### src/rtl/i2cs_pkg.sv
package i2cs_pkg;
  localparam int DATA_W   = 8;
  localparam int NUM_REGS = 3;
  localparam int PTR_W    = $clog2(NUM_REGS);

  typedef enum logic [2:0] {
    ST_IDLE,
    ST_ADDR,
    ST_PTR,
    ST_DATA,
    ST_READ
  } bus_state_e;
endpackage

### src/rtl/i2cs_line_sync.sv
module i2cs_line_sync #(
  parameter int SYNC_STAGES = 2
) (
  input  logic clk,
  input  logic rst_n,
  input  logic scl_i,
  input  logic sda_i,
  input  logic strap_i,
  output logic scl_s,
  output logic sda_s,
  output logic strap_s,
  output logic scl_rise,
  output logic scl_fall,
  output logic start_evt,
  output logic stop_evt
);
  localparam int LINES = 3;

  logic [LINES-1:0] chain [SYNC_STAGES];
  logic             scl_d, sda_d;

  genvar g;
  generate
    for (g = 0; g < SYNC_STAGES; g++) begin : g_stage
      always_ff @(posedge clk or negedge rst_n) begin
        if (!rst_n) chain[g] <= '1;
        else if (g == 0) chain[g] <= {strap_i, sda_i, scl_i};
        else chain[g] <= chain[(g == 0) ? 0 : g-1];
      end
    end
  endgenerate

  assign scl_s   = chain[SYNC_STAGES-1][0];
  assign sda_s   = chain[SYNC_STAGES-1][1];
  assign strap_s = chain[SYNC_STAGES-1][2];

  always_ff @(posedge clk or negedge rst_n) begin
    if (!rst_n) begin
      scl_d <= 1'b1;
      sda_d <= 1'b1;
    end else begin
      scl_d <= scl_s;
      sda_d <= sda_s;
    end
  end

  assign scl_rise  = scl_s & ~scl_d;
  assign scl_fall  = ~scl_s & scl_d;
  assign start_evt = scl_s & scl_d & sda_d & ~sda_s;
  assign stop_evt  = scl_s & scl_d & ~sda_d & sda_s;

  AST_START_STOP_EXCL: assert property (@(posedge clk) disable iff (!rst_n)
    !(start_evt && stop_evt));
endmodule

### src/rtl/i2cs_strap_dec.sv
module i2cs_strap_dec (
  input  logic       clk,
  input  logic       rst_n,
  input  logic       scl_s,
  input  logic       sda_s,
  input  logic       strap_s,
  output logic [1:0] addr_lo
);
  logic diff_sda, diff_scl;

  always_ff @(posedge clk or negedge rst_n) begin
    if (!rst_n) begin
      diff_sda <= 1'b0;
      diff_scl <= 1'b0;
    end else begin
      if (strap_s != sda_s) diff_sda <= 1'b1;
      if (strap_s != scl_s) diff_scl <= 1'b1;
    end
  end

  always_comb begin
    if (!diff_sda)      addr_lo = 2'b10;
    else if (!diff_scl) addr_lo = 2'b11;
    else                addr_lo = {1'b0, strap_s};
  end

  AST_STRAP_STICKY: assert property (@(posedge clk) disable iff (!rst_n)
    $past(diff_sda) |-> diff_sda);
endmodule

### src/rtl/i2cs_engine.sv
module i2cs_engine
  import i2cs_pkg::*;
#(
  parameter logic [4:0] ADDR_HI = 5'b10010
) (
  input  logic              clk,
  input  logic              rst_n,
  input  logic              sda_s,
  input  logic              scl_rise,
  input  logic              scl_fall,
  input  logic              start_evt,
  input  logic              stop_evt,
  input  logic [1:0]        addr_lo,
  input  logic [DATA_W-1:0] rd_data,
  output logic [PTR_W-1:0]  ptr,
  output logic              wr_en,
  output logic [DATA_W-1:0] wr_data,
  output logic              sda_oe
);
  bus_state_e        state;
  logic [3:0]        cnt;
  logic              in_ack, rw, mnack;
  logic [DATA_W-1:0] shreg, tx;

  always_ff @(posedge clk or negedge rst_n) begin
    if (!rst_n) begin
      state <= ST_IDLE; cnt <= '0; in_ack <= 1'b0; rw <= 1'b0; mnack <= 1'b0;
      shreg <= '0; tx <= '0; ptr <= '0; wr_en <= 1'b0; wr_data <= '0; sda_oe <= 1'b0;
    end else begin
      wr_en <= 1'b0;
      if (start_evt) begin
        state <= ST_ADDR; cnt <= '0; in_ack <= 1'b0; sda_oe <= 1'b0;
      end else if (stop_evt) begin
        state <= ST_IDLE; cnt <= '0; in_ack <= 1'b0; sda_oe <= 1'b0;
      end else if (state != ST_IDLE) begin
        if (scl_rise) begin
          if (!in_ack && cnt < 4'd8) begin
            cnt <= cnt + 4'd1;
            if (state != ST_READ) shreg <= {shreg[DATA_W-2:0], sda_s};
          end else if (in_ack && state == ST_READ) begin
            mnack <= sda_s;
          end
        end else if (scl_fall) begin
          if (!in_ack && cnt == 4'd8) begin
            in_ack <= 1'b1;
            unique case (state)
              ST_ADDR: begin
                if (shreg[7:1] == {ADDR_HI, addr_lo}) begin
                  sda_oe <= 1'b1;
                  rw     <= shreg[0];
                end else begin
                  state <= ST_IDLE; in_ack <= 1'b0; cnt <= '0;
                end
              end
              ST_PTR: begin
                if (shreg < DATA_W'(NUM_REGS)) begin
                  sda_oe <= 1'b1;
                  ptr    <= shreg[PTR_W-1:0];
                end else begin
                  state <= ST_IDLE; in_ack <= 1'b0; cnt <= '0;
                end
              end
              ST_DATA: begin
                sda_oe  <= 1'b1;
                wr_en   <= 1'b1;
                wr_data <= shreg;
              end
              default: sda_oe <= 1'b0;
            endcase
          end else if (in_ack) begin
            in_ack <= 1'b0;
            cnt    <= '0;
            sda_oe <= 1'b0;
            unique case (state)
              ST_ADDR: begin
                if (rw) begin
                  state  <= ST_READ;
                  tx     <= rd_data;
                  sda_oe <= ~rd_data[DATA_W-1];
                end else begin
                  state <= ST_PTR;
                end
              end
              ST_PTR:  state <= ST_DATA;
              ST_DATA: state <= ST_DATA;
              default: begin
                if (mnack) state <= ST_IDLE;
                else begin
                  tx     <= rd_data;
                  sda_oe <= ~rd_data[DATA_W-1];
                end
              end
            endcase
          end else if (state == ST_READ && cnt != 4'd0) begin
            sda_oe <= ~tx[3'd7 - cnt[2:0]];
          end
        end
      end
    end
  end

  AST_START_CLEARS_COUNT: assert property (@(posedge clk) disable iff (!rst_n)
    start_evt |=> (cnt == 4'd0 && state == ST_ADDR));
  AST_COUNT_IN_RANGE: assert property (@(posedge clk) disable iff (!rst_n)
    cnt <= 4'd8);
  AST_IDLE_RELEASED: assert property (@(posedge clk) disable iff (!rst_n)
    (state == ST_IDLE) |-> !sda_oe);
  AST_WRITE_ONLY_IN_DATA: assert property (@(posedge clk) disable iff (!rst_n)
    wr_en |-> (state == ST_DATA));
endmodule

### src/rtl/i2c_strap_target.sv
module i2c_strap_target
  import i2cs_pkg::*;
#(
  parameter logic [4:0] ADDR_HI     = 5'b10010,
  parameter int         SYNC_STAGES = 2
) (
  input  logic              clk,
  input  logic              rst_n,
  input  logic              scl_i,
  input  logic              sda_i,
  input  logic              strap_i,
  output logic              sda_oe,
  output logic [DATA_W-1:0] mute_o,
  output logic [DATA_W-1:0] shdn_o,
  output logic [DATA_W-1:0] ctrl_o
);
  localparam int SHDN_IDX = 1;

  logic scl_s, sda_s, strap_s, scl_rise, scl_fall, start_evt, stop_evt;
  logic [1:0]        addr_lo;
  logic [PTR_W-1:0]  ptr;
  logic              wr_en;
  logic [DATA_W-1:0] wr_data;
  logic [DATA_W-1:0] regs [NUM_REGS];
  logic              clear_all;

  i2cs_line_sync #(.SYNC_STAGES(SYNC_STAGES)) sync_i (
    .clk(clk), .rst_n(rst_n), .scl_i(scl_i), .sda_i(sda_i), .strap_i(strap_i),
    .scl_s(scl_s), .sda_s(sda_s), .strap_s(strap_s), .scl_rise(scl_rise),
    .scl_fall(scl_fall), .start_evt(start_evt), .stop_evt(stop_evt));

  i2cs_strap_dec strap_i0 (
    .clk(clk), .rst_n(rst_n), .scl_s(scl_s), .sda_s(sda_s),
    .strap_s(strap_s), .addr_lo(addr_lo));

  i2cs_engine #(.ADDR_HI(ADDR_HI)) eng_i (
    .clk(clk), .rst_n(rst_n), .sda_s(sda_s), .scl_rise(scl_rise),
    .scl_fall(scl_fall), .start_evt(start_evt), .stop_evt(stop_evt),
    .addr_lo(addr_lo), .rd_data(regs[ptr]), .ptr(ptr), .wr_en(wr_en),
    .wr_data(wr_data), .sda_oe(sda_oe));

  assign clear_all = wr_en && (ptr == PTR_W'(SHDN_IDX)) && (|wr_data[7:2]);

  genvar r;
  generate
    for (r = 0; r < NUM_REGS; r++) begin : g_reg
      always_ff @(posedge clk or negedge rst_n) begin
        if (!rst_n)                                  regs[r] <= '0;
        else if (clear_all)                          regs[r] <= '0;
        else if (wr_en && ptr == PTR_W'(r))          regs[r] <= wr_data;
      end
    end
  endgenerate

  assign mute_o = regs[0];
  assign shdn_o = regs[1];
  assign ctrl_o = regs[2];

  AST_SHDN_CLEARS_ALL: assert property (@(posedge clk) disable iff (!rst_n)
    (wr_en && ptr == PTR_W'(SHDN_IDX) && wr_data[7:2] != 6'd0)
      |=> (mute_o == 8'h00 && shdn_o == 8'h00 && ctrl_o == 8'h00));
  AST_REGS_HOLD: assert property (@(posedge clk) disable iff (!rst_n)
    !wr_en |=> $stable({mute_o, shdn_o, ctrl_o}));
endmodule

### config.mk
export PLATFORM = sky130hd
export DESIGN_NAME = i2c_strap_target
export DESIGN_NICKNAME = d
export VERILOG_FILES = /design/src/rtl/i2cs_pkg.sv /design/src/rtl/i2cs_line_sync.sv /design/src/rtl/i2cs_strap_dec.sv /design/src/rtl/i2cs_engine.sv /design/src/rtl/i2c_strap_target.sv
export SDC_FILE = /design/constraint.sdc
export NUM_CORES = 1
export LEC_CHECK = 0
export ABC_AREA = 1
export BUFFER_PORTS_ARGS = -buffer_cell sky130_fd_sc_hd__buf_4
export CORE_ASPECT_RATIO = 1.25
export CORE_MARGIN = 5
export CORE_UTILIZATION = 55
export CTS_CLUSTER_DIAMETER = 150
export CTS_CLUSTER_SIZE = 28
export DETAILED_ROUTE_END_ITERATION = 12
export PLACE_DENSITY = 0.74
export SLEW_MARGIN = 25
export SYNTH_ARGS = -nofsm -noshare
export SYNTH_HDL_FRONTEND = slang
export SYNTH_SLANG_ARGS = --single-unit
### constraint.sdc
create_clock -name clk -period 2.3 [get_ports clk]
set_input_delay 0.23 -clock clk [delete_from_list [all_inputs] [get_ports clk]]
set_output_delay 0.23 -clock clk [all_outputs]
set_load 0.005 [all_outputs]
# After elaboration in Yosys (flattened, before gate mapping)
# Index checks and enable logic that the tools add are counted.
# Widths: inputs -> output; s select.
dict set report totals {
  in_bits 5
  ff_bits 72
}
dict set report classes {
  n_lt_le_gt_ge 4
  n_addsub 2
  bitwise 20
  mux 70
  eq_ne 23
  reduce_logical 34
}
# cell n
set ops {}
lappend ops {{$mux 8} 10}
lappend ops {{$mux 4} 10}
lappend ops {{$mux 3} 11}
lappend ops {{$mux 1} 28}
lappend ops {{$ne 5x3->1 const B} 5}
lappend ops {{$reduce_and 8->1} 3}
lappend ops {{$ne 6x3->1 const B} 3}
lappend ops {{$reduce_and 6->1} 3}
lappend ops {{$bmux 8 s2} 1}
lappend ops {{$pmux 8 s2} 1}
lappend ops {{$reduce_and 7->1} 2}
lappend ops {{$not 1->1} 12}
lappend ops {{$pmux 3 s2} 2}
lappend ops {{$reduce_bool 4->1} 3}
lappend ops {{$reduce_and 10->1} 1}
lappend ops {{$reduce_bool 5->1} 2}
lappend ops {{$reduce_bool 3->1} 3}
lappend ops {{$logic_and 1x1->1} 8}
lappend ops {{$lt 8x2->1 const B} 1}
lappend ops {{$pmux 4 s2} 1}
lappend ops {{$and 1x1->1} 7}
lappend ops {{$eq 7x7->1} 1}
lappend ops {{$eq 3x2->1 const B} 2}
lappend ops {{$ne 3x3->1 const B} 2}
lappend ops {{26 further kinds} 31}

# Longest topological paths before layout
# Gate-level depths: netlist (run 1).
dict set report logic_depth {
  depth_word 14
  depth_mapped 13
  depth_no_buf 13
}

# By module
# Synthesis (run 1) repeated with hierarchy kept, for this count alone.
dict set report hier_totals {
  cells_unflattened 448
  area_unflattened_um2 3707.3
}
# module instances cells_each area_per_inst_um2 seq_area_each_um2
set modules_own_cells {}
lappend modules_own_cells {i2cs_engine 1 270 2075.7 950.9}
lappend modules_own_cells {i2c_strap_target 1 144 1273.7 600.6}
lappend modules_own_cells {i2cs_line_sync 1 19 251.5 210.2}
lappend modules_own_cells {i2cs_strap_dec 1 15 106.4 50.0}

# Worst setup path before layout (run 1)
# No wires, ideal clock.
dict set report synth_path {
  path_type {register to register}
  start {reg sync_i.chain, in the netlist sync_i.scl_s}
  end {reg eng_i.cnt[1]}
  path_stages_with_launch 13
  setup_ns 0.117
  path_slack_ns 0.589
  arrival_time_ns 1.594
  required_time_ns 2.183
  path_buffers 0
  synth_period_minus_slack_ns 1.711
  path_cell_list {dfstp_2 ha_1 nand2_1 nor2_1 inv_2 nand2_4 nor2_1 nand2_1 nand2_1 nor2_4 nand2_2 nand2_1 nand2_1}
}
dict set report synth_between {
  elab_chain_len 5
  word_cells_on_any_way 20
  cone_classes {eq/ne: 4; mux: 4; bitwise: 8; reduce/logical: 4}
}
# element line_no
set synth_rtl {}
lappend synth_rtl {{start: declaration} i2cs_line_sync.sv:19} ;# logic [LINES-1:0] chain [SYNC_STAGES];
lappend synth_rtl {{start signal: indexed assignment} i2cs_line_sync.sv:27} ;# else if (g == 0) chain[g] <= {strap_i, sda_i, scl_i};
lappend synth_rtl {{start signal: indexed assignment} i2cs_line_sync.sv:28} ;# else chain[g] <= chain[(g == 0) ? 0 : g-1];
lappend synth_rtl {{$and 1x1->1, on equally long branches} {i2cs_line_sync.sv:49, i2cs_line_sync.sv:50, i2cs_line_sync.sv:47}}
lappend synth_rtl {{$and 1x1->1, or another cell as far along (2 in series)} i2cs_line_sync.sv:50} ;# assign stop_evt = scl_s & scl_d & ~sda_d & sda_s;
lappend synth_rtl {{$ne 6x3->1 (no line), or another cell as far along} --}
lappend synth_rtl {{$reduce_and 7->1 (no line) or $mux 4 (tied branches)} --}
lappend synth_rtl {{end signal: assignment} i2cs_engine.sv:38} ;# cnt <= cnt + 4'd1;
lappend synth_rtl {{end: declaration} i2cs_engine.sv:21} ;# logic [3:0] cnt;
# Parallel ways exist; a longest one is shown, timed or not. The select of a mux whose other input is x is not followed.
# A chain may end at the register's enable or synchronous reset.

# Worst setup path in the final report (run 1)
dict set report layout_path {
  start {reg sync_i.scl_d}
  end {reg eng_i.tx[2]}
}
dict set report layout_between {
  elab_chain_len 5
  word_cells_on_any_way 12
  cone_classes {bitwise: 11; reduce/logical: 1}
}
# element line_no
set layout_rtl {}
lappend layout_rtl {{start: declaration} i2cs_line_sync.sv:20} ;# logic scl_d, sda_d;
lappend layout_rtl {{start signal: assignment} i2cs_line_sync.sv:42} ;# scl_d <= scl_s;
lappend layout_rtl {{$and 1x1->1} {i2cs_line_sync.sv:49, i2cs_line_sync.sv:50}}
lappend layout_rtl {{$and 1x1->1, on equally long branches (2 in series)} {i2cs_line_sync.sv:49, i2cs_line_sync.sv:50}}
lappend layout_rtl {{$not 1->1 (no line)} --}
lappend layout_rtl {{$reduce_and 10->1 (no line) *} --}
lappend layout_rtl {{end signal: assignment} i2cs_engine.sv:78} ;# tx <= rd_data;
lappend layout_rtl {{end signal: assignment} i2cs_engine.sv:89} ;# tx <= rd_data;
lappend layout_rtl {{end: declaration} i2cs_engine.sv:23} ;# logic [DATA_W-1:0] shreg, tx;
# Every way passes the cells marked *; elsewhere a longest branch is shown, timed or not.

==> flow_summary.toml, run 1 <==
[floorplan]
dieArea_um2 = 8270
fp.dieW_um = 82.3
io-pin-count = 30
die_h_um = 100
start_util_pct = 55.5
rows = 33
core_area_um2 = 6480

[sta]
hold_ws_ns = -0.00971
max_slew_margin_pct = 41.5
skew_ns = 0.0127
fin_setup_tns_ns = 0
period_needed_ns = 1.90
rsz0062_at_grt = "no"
finalHoldViolCount = 5
final-max-slew-violation-count = 0
fmax_mhz = 527
period_share_pct = 82.5
setup_viol = 0
worstMarginPinSlew_ns = 0.878

[placement]
port_buffers = 29
place_congestion = 0.958
dp_hpwl_mm = 5.51
dp_cells = 546
placed_area_um2 = 3880

[logic_synthesis]
synth_common_cells = "nand2_1 (115), dfrtp_1 (64), inv_1 (48)"
async_flop_share_pct = 100
postSynthCellCount = 438
synth_area_um2 = 3600
ys.flop_type = "dfrtp_1"
synth_enable_flop_cells = 0
netlist.area_leader.share_pct = 44.5
yosysWarnings = 0
ys_seq_area_share_pct = 50.3
syn_avg_cell_area_um2 = 8.22
syn_nets = 448
synth.area.top_cells = "dfrtp_1 (45%), nand2_1 (12%), dfstp_2 (5.8%)"
synth_top_cell_by_area = "dfrtp_1"
ys_types = 33
synth_most_common_cell = "nand2_1"
ys_seq_elements = 72

[routing]
drt_iter0_markers = 191
avgViaCountPerCell = 5.25
ant_nets = 0
drc_errors = 0
wl_mm = 7.62
first_pass_iters = 4
wire_per_inst_um = 13.5
vias = 2968

[outcome]
status = "finished with violations"
violations = "negative hold slack"

[clocking]
cts_tree = "built"
clkSinkCount = 72
post_cts_buffers = 0
cts_buffers = 9
clk_pin_slew_ns = 0.08
htree_num_levels = 3
cts_max_path_buffers = 2
cts-root-buf = "clkbuf_8"
clock_latency_ns = 0.35

[final_layout]
fillers = 561
fin_cells = 565
postLayoutCoreUtil_pct = 63.9
fin_area_um2 = 4140
areaGrowthSynthToFinish_pct = 15.1
layout.nets = 483
num_antenna_cells = 0
drive_gt1_share_pct = 20.9

[critical_path]
crit_slowest_cell = "dfstp_2"
path_cells = "inv_1, ha_1, nor3_2, nand4_2, nand2_1, o21ai_2"
crit_arrival_ns = 2.12
crit_fanout = 16
timing.reg2reg.setup_slack_ns = 0.40
critical_path_class = "reg -> reg"
slowest_delay_ns = 0.54
worst_ep_required_time_ns = 2.53
crit_path_end_kind = "flip-flop"
startpoint_type = "flip-flop"

[global_routing]
busiest_layer = "met2"
grt_pass1_wl_mm = 12.9
grt.overflow.total = 0
grtUsageMet2_pct = 33.0
grt_max_degree = 73
met3_usage_pct = 3.95
gr-usage-met1_pct = 25.6
grt_pass1_vias = 2776
grt_use_total_pct = 20.3
antenna_found_initial = 0

[power_and_ir_drop]
p_leak_uw = 0.00204
powerDensity_nw_per_um2 = 633
max-vdd-ir-drop_mv = 0.441

[min_path]
hold_class = "in -> async"

[run]
drv_cap = 0
-- flip-flops by register name, indices dropped and copies added, names as in the netlist --
register           count
mute_o                 8
eng_i.state            3
eng_i.tx               8
eng_i.mnack            1
eng_i.cnt              4
sync_i.scl_d           1
eng_i.wr_en            1
sync_i.chain           3
eng_i.ptr              2
sync_i.sda_d           1
eng_i.rw               1
strap_i0.diff_sda      1
eng_i.shreg            8
ctrl_o                 8
eng_i.wr_data          8
sync_i.scl_s           1
eng_i.sda_oe           1
strap_i0.diff_scl      1
eng_i.in_ack           1
sync_i.sda_s           1
sync_i.strap_s         1
shdn_o                 8
-- cells by family after synthesis --
| kind of cell | after synthesis | share of synthesized area, % |
|---|---|---|
| adder cells (fa/ha/maj) | 5 | 1.74 |
| flip-flops | 72 | 50.3 |
| AO/OA/AOI/OAI | 70 | 11.6 |
| buffers and inverters | 65 | 7.41 |
| XOR/XNOR | 2 | 0.487 |
| AND/OR/NAND/NOR | 224 | 28.4 |
-- area by class of cell --
class	count	area (um^2)	share of cell area (%)
Clock buffer	10	128	3.08
Inverter	56	210	5.08
Multi-Input combinational cell	301	1520	36.7
Clock inverter	6	108	2.60
Tap cell	87	109	2.63
Timing Repair Buffer	33	255	6.16
Sequential cell	72	1810	43.7
-- what timing repair did --
item	4_1_cts	5_1_grt
hold endpoints to repair	3	0
resized for setup	0	0
hold buffers	3	0
-- critical path: cells and delay by family (launching register included) --
kind / cells / cell delay, ns
AND/OR/NAND/NOR: 3 / 0.86
flip-flops: 1 / 0.54
buffers and inverters: 1 / 0.04
adder cells (fa/ha/maj): 1 / 0.26
AO/OA/AOI/OAI: 1 / 0.07
-- worst paths after layout --
path / startpoint / to / cells past startpoint
setup / recovery: sync_i.scl_d / eng_i.tx[2] / 6
hold / removal: rst_n / shdn_o[6] / 1
setup reg to reg: sync_i.scl_d / eng_i.tx[2] / 6
hold reg to reg: sync_i.chain[4] / sync_i.sda_s / 0
max in group asynchronous: rst_n / strap_i0.diff_scl / 1
min in group clk: sync_i.chain[4] / sync_i.sda_s / 0
-- per-layer routing --
metal,wire length (um),up-vias
met5,0,-
met4,217,0
met3,399,20
met2,3690,77
met1,3320,1393
li1,-,1478
-- report_power, final --
| group | switching [uW] | internal [uW] | leakage, uW |
|---|---|---|---|
| combinational | 81.3 | 44.4 | 0.000958 |
| clock | 466 | 717 | 0.000116 |
| sequential | 23.6 | 1290 | 0.000966 |
| total | 571 | 2050 | 0.00204 |
-- per-stage QoR --
stage                     worst slack [ns]  power, uW  hold WS (ns)
after floorplan                      0.589       1410       -0.0656
after global placement               0.419       1460         0.338
after detailed placement             0.397       1460         0.340
after CTS                            0.381       2640        0.0336
after global routing                 0.241       2720        0.0724
final                                0.403       2620      -0.00971
-- placed cells by master, fill, tap and decap left out, types with 2 or more instances in the layout --
cell	synthesis	layout
nand4_2	2	2
inv_1	48	48
clkbuf_8	0	9
nand3_1	40	40
ha_1	5	5
a21oi_1	7	7
nor2_2	7	7
nand3_2	2	2
buf_4	3	30
o21ai_1	21	21
nor2_1	39	39
inv_2	8	8
clkinv_2	0	2
nor3_2	2	2
nand2_2	8	8
nor2_4	4	4
o21ai_2	11	11
o21ai_0	23	23
bufinv_16	0	3
nand4_1	2	2
dfstp_2	8	8
dfrtp_1	64	64
nand2_1	115	115
dlygate4sd3_1	0	3
a221oi_1	4	4
Note: power is estimated with default switching activity, not from simulation.
==> inputs of run 2 (changes only) <==
--- a/config.mk
+++ b/config.mk
@@ -5,15 +5,15 @@
 export SDC_FILE = /design/constraint.sdc
 export NUM_CORES = 1
 export LEC_CHECK = 0
-export ABC_AREA = 1
+export ABC_AREA = 0
 export BUFFER_PORTS_ARGS = -buffer_cell sky130_fd_sc_hd__buf_4
 export CORE_ASPECT_RATIO = 1.25
 export CORE_MARGIN = 5
-export CORE_UTILIZATION = 55
+export CORE_UTILIZATION = 53
 export CTS_CLUSTER_DIAMETER = 150
 export CTS_CLUSTER_SIZE = 28
 export DETAILED_ROUTE_END_ITERATION = 12
-export PLACE_DENSITY = 0.74
+export PLACE_DENSITY = 0.75
 export SLEW_MARGIN = 25
 export SYNTH_ARGS = -nofsm -noshare
 export SYNTH_HDL_FRONTEND = slang
==> constraint.sdc (replaced) <==
create_clock -name clk -period 1.7 [get_ports clk]
set_input_delay 0.17 -clock clk [delete_from_list [all_inputs] [get_ports clk]]
set_output_delay 0.17 -clock clk [all_outputs]
set_load 0.005 [all_outputs]
==> run 2 against run 1 <==
The run ends with negative setup slack left. Critical path type unchanged. Global-route usage increased by 3.5 points. Hold slack improved by 0.34 ns. Sequential power increased by 35%. Synthesized cell count decreased by 29%.
==> flow_summary.toml, run 2 <==
[critical_path]
critical_path_class = "reg -> reg"
crit_arrival_ns = 2.53
r2r_start = "sync_i.scl_d"
worst_ep_required_time_ns = 1.94
crit_path_end_kind = "flip-flop"
crit_slowest_cell = "dfstp_2"
crit_fanout = 5
timing.reg2reg.setup_slack_ns = -0.60
worst-path-buf-inv = 2
slowest_delay_ns = 0.55
path_cells = "inv_2, ha_4, or3b_4, nor2_4, nand2_2, or3_4, buf_6, mux2_4"
crit-reg2reg-capture = "eng_i.wr_data[1]"
reg2reg_depth = 8
path_delay_family = "simple AND/OR/NAND/NOR gates"
startpoint_type = "flip-flop"

[sta]
worstMarginPinSlew_ns = 0.520
hold_ws_ns = 0.333
period_needed_ns = 2.30
final-max-slew-violation-count = 0
rsz0062_at_grt = "yes"
setup_viol = 37
finalHoldViolCount = 0
max_slew_margin_pct = 65.4
skew_ns = 0.0102
fin_ws_ns = -0.596
period_share_pct = 135
fmax_mhz = 436

[routing]
ant_nets = 0
first_pass_iters = 4
drt_iter0_markers = 201
avgViaCountPerCell = 5.56
drc_errors = 0
vias = 2776
wire_per_inst_um = 18.2
wl_mm = 9.08

[logic_synthesis]
yosysWarnings = 0
ys_seq_elements = 72
synth.area.top_cells = "dfrtp_1 (47%), mux2i_1 (7.0%), dfstp_2 (6.1%)"
synth_common_cells = "dfrtp_1 (64), nor2_1 (37), mux2i_1 (24), nand2_1 (24), a21oi_1 (16)"
syn_nets = 323
ys_seq_area_share_pct = 52.8
synth_most_common_cell = "dfrtp_1"
ys.flop_type = "dfrtp_1"
ys_types = 50
postSynthCellCount = 313
synth_top_cell_by_area = "dfrtp_1"
netlist.area_leader.share_pct = 46.7
synth_enable_flop_cells = 0
syn_avg_cell_area_um2 = 11.0
synth_area_um2 = 3430
async_flop_share_pct = 100

[placement]
port_buffers = 29
placed_area_um2 = 4180
place_congestion = 0.799
dp_cells = 468
dp_hpwl_mm = 5.82

[power_and_ir_drop]
p_leak_uw = 0.00227
p_total_uw = 3310
powerDensity_nw_per_um2 = 704
max-vdd-ir-drop_mv = 0.536

[global_routing]
grt_use_total_pct = 23.8
grt_pass1_wl_mm = 14.6
grt_pass1_vias = 2981
grt_max_degree = 37
grt.overflow.total = 0
antenna_found_initial = 0

[final_layout]
final_cell_mix = "buf_4 (83), dfrtp_1 (62), nor2_1 (34)"
drive_gt1_share_pct = 42.8
fin_cells = 499
num_antenna_cells = 0
areaGrowthSynthToFinish_pct = 36.9
layout.nets = 419
final_common_cell = "buf_4"
postLayoutCoreUtil_pct = 75.1
regArea_um2 = 1810
fin_area_um2 = 4690
fillers = 423
multi_input_area_um2 = 1740

[floorplan]
core_area_um2 = 6250
start_util_pct = 54.9
die_h_um = 99.9
dieArea_um2 = 8190
fp.dieW_um = 81.9
rows = 32
io-pin-count = 30

[clocking]
cts_max_path_buffers = 2
cts_tree = "built"
clk_pin_slew_ns = 0.08
clock_latency_ns = 0.35
cts-root-buf = "clkbuf_8"
htree_num_levels = 3
clkSinkCount = 72
cts_buffers = 9

[min_path]
hold_class = "in -> async"

[outcome]
violations = "negative setup slack"
status = "finished with violations"

[run]
drv_cap = 0
## run 2: cell families (layout without fill, tap and decap cells)
kind of cell             after synthesis  in the layout  share of synthesized area (%)
AO/OA/AOI/OAI                         52             52                           9.27
buffers and inverters                 27            128                           3.47
multiplexers                          46             46                           15.8
AND/OR/NAND/NOR                      107            107                           15.8
XOR/XNOR                               4              4                           1.02
flip-flops                            72             72                           52.8
adder cells (fa/ha/maj)                5              5                           1.82
## run 2: final cells by class
type / count / share of cell area (%)
inverters: 14 / 1.12
flip-flops and latches: 72 / 38.7
clock buffers: 12 / 3.31
well taps: 85 / 2.27
clock inverters: 4 / 0.613
multi-input cells: 214 / 37.0
repair buffers: 98 / 17.0
## run 2: worst max-delay path by stage
stage                       from          endpoint  slack (ns)  cells after the start
global placement    sync_i.scl_d  eng_i.wr_data[6]       -0.55                      8
detailed placement  sync_i.scl_d  eng_i.wr_data[4]       -0.58                      8
global route        sync_i.scl_d  eng_i.wr_data[2]       -0.64                      8
finish              sync_i.scl_d  eng_i.wr_data[1]       -0.60                      8
CTS                 sync_i.scl_d  eng_i.wr_data[4]       -0.55                      8
floorplan           sync_i.scl_d  eng_i.wr_data[0]       -0.50                      8
## run 2: timing repair
| item | 4_1_cts | 5_1_grt |
|---|---|---|
| hold endpoints to repair | 30 | 0 |
| cloned | 2 | 0 |
| buffers inserted | 10 | 2 |
| hold buffers | 4 | 0 |
| pin swaps | 16 | 12 |
| setup endpoints to repair | 38 | 39 |
| resized for setup | 40 | 16 |
## run 2: worst reg2reg max path: stages, from the launching register on
cell and delay, ns:
dfstp_2 0.55, inv_2 0.05, ha_4 0.14, or3b_4 0.39, nor2_4 0.11, nand2_2 0.09, or3_4 0.40, buf_6 0.16
mux2_4 0.30
## run 2: power breakdown
group	internal (uW)	switching, uW	total (uW)	leakage [uW]
clock	609	641	1250	0.0000886
sequential	1750	27.0	1770	0.000964
combinational	135	148	282	0.00122
## run 2: layer usage
| layer | track usage, % | share of wire (%) | vias to the layer above |
|---|---|---|---|
| met5 | 0 | 0 | - |
| met4 | 10.1 | 2.2 | 0 |
| met3 | 5.57 | 5.3 | 22 |
| met2 | 40.1 | 55 | 91 |
| met1 | 28.7 | 38 | 1383 |
| li1 | - | - | 1280 |
## run 2: metrics by stage
step                      TNS (ns)  setup slack, ns
final                       -12.01           -0.596
after global routing        -14.22           -0.637
after floorplan              -8.88           -0.496
after detailed placement    -11.50           -0.584
after global placement      -10.42           -0.547
after CTS                   -13.08           -0.549
==> inputs of run 3 (changes only) <==
--- a/config.mk
+++ b/config.mk
@@ -9,11 +9,11 @@
 export BUFFER_PORTS_ARGS = -buffer_cell sky130_fd_sc_hd__buf_4
 export CORE_ASPECT_RATIO = 1.25
 export CORE_MARGIN = 5
-export CORE_UTILIZATION = 53
+export CORE_UTILIZATION = 55
 export CTS_CLUSTER_DIAMETER = 150
 export CTS_CLUSTER_SIZE = 28
 export DETAILED_ROUTE_END_ITERATION = 12
-export PLACE_DENSITY = 0.75
+export PLACE_DENSITY = 0.74
 export SLEW_MARGIN = 25
 export SYNTH_ARGS = -nofsm -noshare
 export SYNTH_HDL_FRONTEND = slang
==> constraint.sdc (replaced) <==
create_clock -name clk -period 2.9 [get_ports clk]
set_input_delay 0.29 -clock clk [delete_from_list [all_inputs] [get_ports clk]]
set_output_delay 0.29 -clock clk [all_outputs]
set_load 0.005 [all_outputs]
==> run 3 against run 2 <==
The flow now finishes without violations. Die area fell by 3.2%. Worst setup slack improved by 0.91 ns. Clock power fell by 46%. Sequential cell count did not move. Critical endpoint is now eng_i.wr_data[3]. Global-route usage fell by 3.9 points. Core utilization fell by 12 points. Via count fell by 17%. Largest power group unchanged. Routed wire length fell by 24%.
==> flow_summary.toml, run 3 (synthesis gave the netlist of run 2 again) <==
[outcome]
status = "complete, no violations"

[routing]
first_pass_iters = 4
wire_per_inst_um = 15.9
drt_iter0_markers = 127
drc_errors = 0
vias = 2312
avgViaCountPerCell = 5.33
ant_nets = 0
wl_mm = 6.91

[power_and_ir_drop]
pwr-share-seq_pct = 58.2
powerDensity_nw_per_um2 = 462
comb_power_share_pct = 4.1
switchingPower_uw = 416
p_int_uw = 1380
max-vdd-ir-drop_mv = 0.282
p_leak_uw = 0.00190
clkPwrFrac_pct = 37.7
switching_share_pct = 23.2

[global_routing]
antenna_found_initial = 0
grt.overflow.total = 0
grt_pass1_wl_mm = 12.2
grt_max_degree = 73
grt_pass1_vias = 2468
grt_use_total_pct = 19.9

[run]
drv_cap = 0

[sta]
final-max-slew-violation-count = 0
fin_setup_tns_ns = 0
max_slew_margin_pct = 40.8
worstMarginPinSlew_ns = 0.889
period_share_pct = 89.3
fmax_mhz = 386
setup_viol = 0
rsz0062_at_grt = "no"
skew_ns = 0.00945
finalHoldViolCount = 0
period_needed_ns = 2.59

[critical_path]
r2r_start = "sync_i.scl_d"
reg2reg_depth = 7
worst_ep_required_time_ns = 3.13
crit_arrival_ns = 2.82
timing.reg2reg.setup_slack_ns = 0.31
startpoint_type = "flip-flop"
crit-reg2reg-capture = "eng_i.wr_data[3]"
crit_fanout = 9
crit_path_end_kind = "flip-flop"
critical_path_class = "reg -> reg"

[placement]
place_congestion = 0.857
port_buffers = 29
dp_cells = 419
dp_hpwl_mm = 4.85

[final_layout]
postLayoutCoreUtil_pct = 63.5
drive_gt1_share_pct = 24.4
final_common_cell = "dfrtp_1"
layout.nets = 355
areaGrowthSynthToFinish_pct = 13.4
final_cell_mix = "dfrtp_1 (64), nor2_1 (37), buf_4 (34)"
num_antenna_cells = 0
fin_cells = 434

[floorplan]
die_h_um = 98.3
rows = 32
fp.dieW_um = 80.6
dieArea_um2 = 7920
io-pin-count = 30
start_util_pct = 56.0
core_area_um2 = 6130

[clocking]
cts_buffers = 9
htree_num_levels = 3
postCtsHoldBufs = 0
cts-root-buf = "clkbuf_8"
clkSinkCount = 72
cts_tree = "built"
post_cts_resized = 0
clk_pin_slew_ns = 0.07
cts_max_path_buffers = 2
post_cts_buffers = 0
clock_latency_ns = 0.34

[min_path]
hold_depth = 1
hold_end = "sync_i.chain[4]"
hold_start = "sda_i"
hold_class = "in -> reg"
run 3: cell types whose count changed in the layout (fill, tap and decap cells not counted), sizes merged:
| cell | delta |
|---|---|
| dlygate4sd3 | -4 |
| buf | -60 |
| clkinv | +1 |
| clkinvlp | -2 |
run 3: worst max-delay path by stage:
| stage | slack, ns | cells past startpoint | endpoint | start |
|---|---|---|---|---|
| 2_1_floorplan | 0.59 | 8 | eng_i.wr_data[0] | sync_i.scl_d |
| 3_3_place_gp | 0.38 | 7 | eng_i.wr_data[5] | sync_i.scl_d |
| 3_5_place_dp | 0.33 | 7 | eng_i.wr_data[3] | sync_i.scl_d |
| 4_1_cts | 0.31 | 7 | eng_i.wr_data[3] | sync_i.scl_d |
| 5_1_grt | 0.22 | 7 | eng_i.wr_data[3] | sync_i.scl_d |
| 6_report | 0.31 | 7 | eng_i.wr_data[3] | sync_i.scl_d |
run 3: cell type report:
| type | count | area [um^2] |
|---|---|---|
| fillers | 503 | 2240 |
| flip-flops and latches | 72 | 1810 |
| multi-input cells | 214 | 1500 |
| repair buffers | 34 | 255 |
| clock buffers | 12 | 145 |
| well taps | 85 | 106 |
| inverters | 14 | 52.6 |
| clock inverters | 3 | 18.8 |
run 3: routing by layer:
layer  GRT usage [%]  vias to the layer above  routed length [um]
met5               0                        -                   0
met4            8.32                        0                 104
met3            3.97                       12                 278
met2            31.3                       43                3470
met1            26.8                     1101                3060
li1                -                     1156                   -
run 3: worst max-delay path, cell delays in order, from the launching register on:
cell,delay (ns)
dfstp_2,0.55
inv_1,0.04
ha_1,0.25
or3b_4,0.45
nor2_4,0.13
nand2_1,0.08
or3_1,0.60
mux2_4,0.38
run 3: power groups by stage:
stage                     clock network (uW)  registers, uW  logic, uW
after global routing                     744           1050       84.6
after detailed placement                   0           1070       75.1
after CTS                                697           1050       75.3
final                                    676           1050       73.2
after floorplan                            0           1060       45.2
after global placement                     0           1060       73.4
run 3: through the flow:
| stage | cell area, um^2 | setup WS, ns | hold slack, ns | total power, uW |
|---|---|---|---|---|
| 6_report | 3890 | 0.311 | 0.0526 | 1800 |
| 5_1_grt | 3890 | 0.216 | 0.0379 | 1880 |
| 4_1_cts | 3890 | 0.312 | 0.0405 | 1820 |
| 3_5_place_dp | 3720 | 0.331 | 0.347 | 1140 |
| 3_3_place_gp | 3720 | 0.378 | 0.345 | 1140 |
| 2_1_floorplan | 3430 | 0.588 | -0.00559 | 1100 |
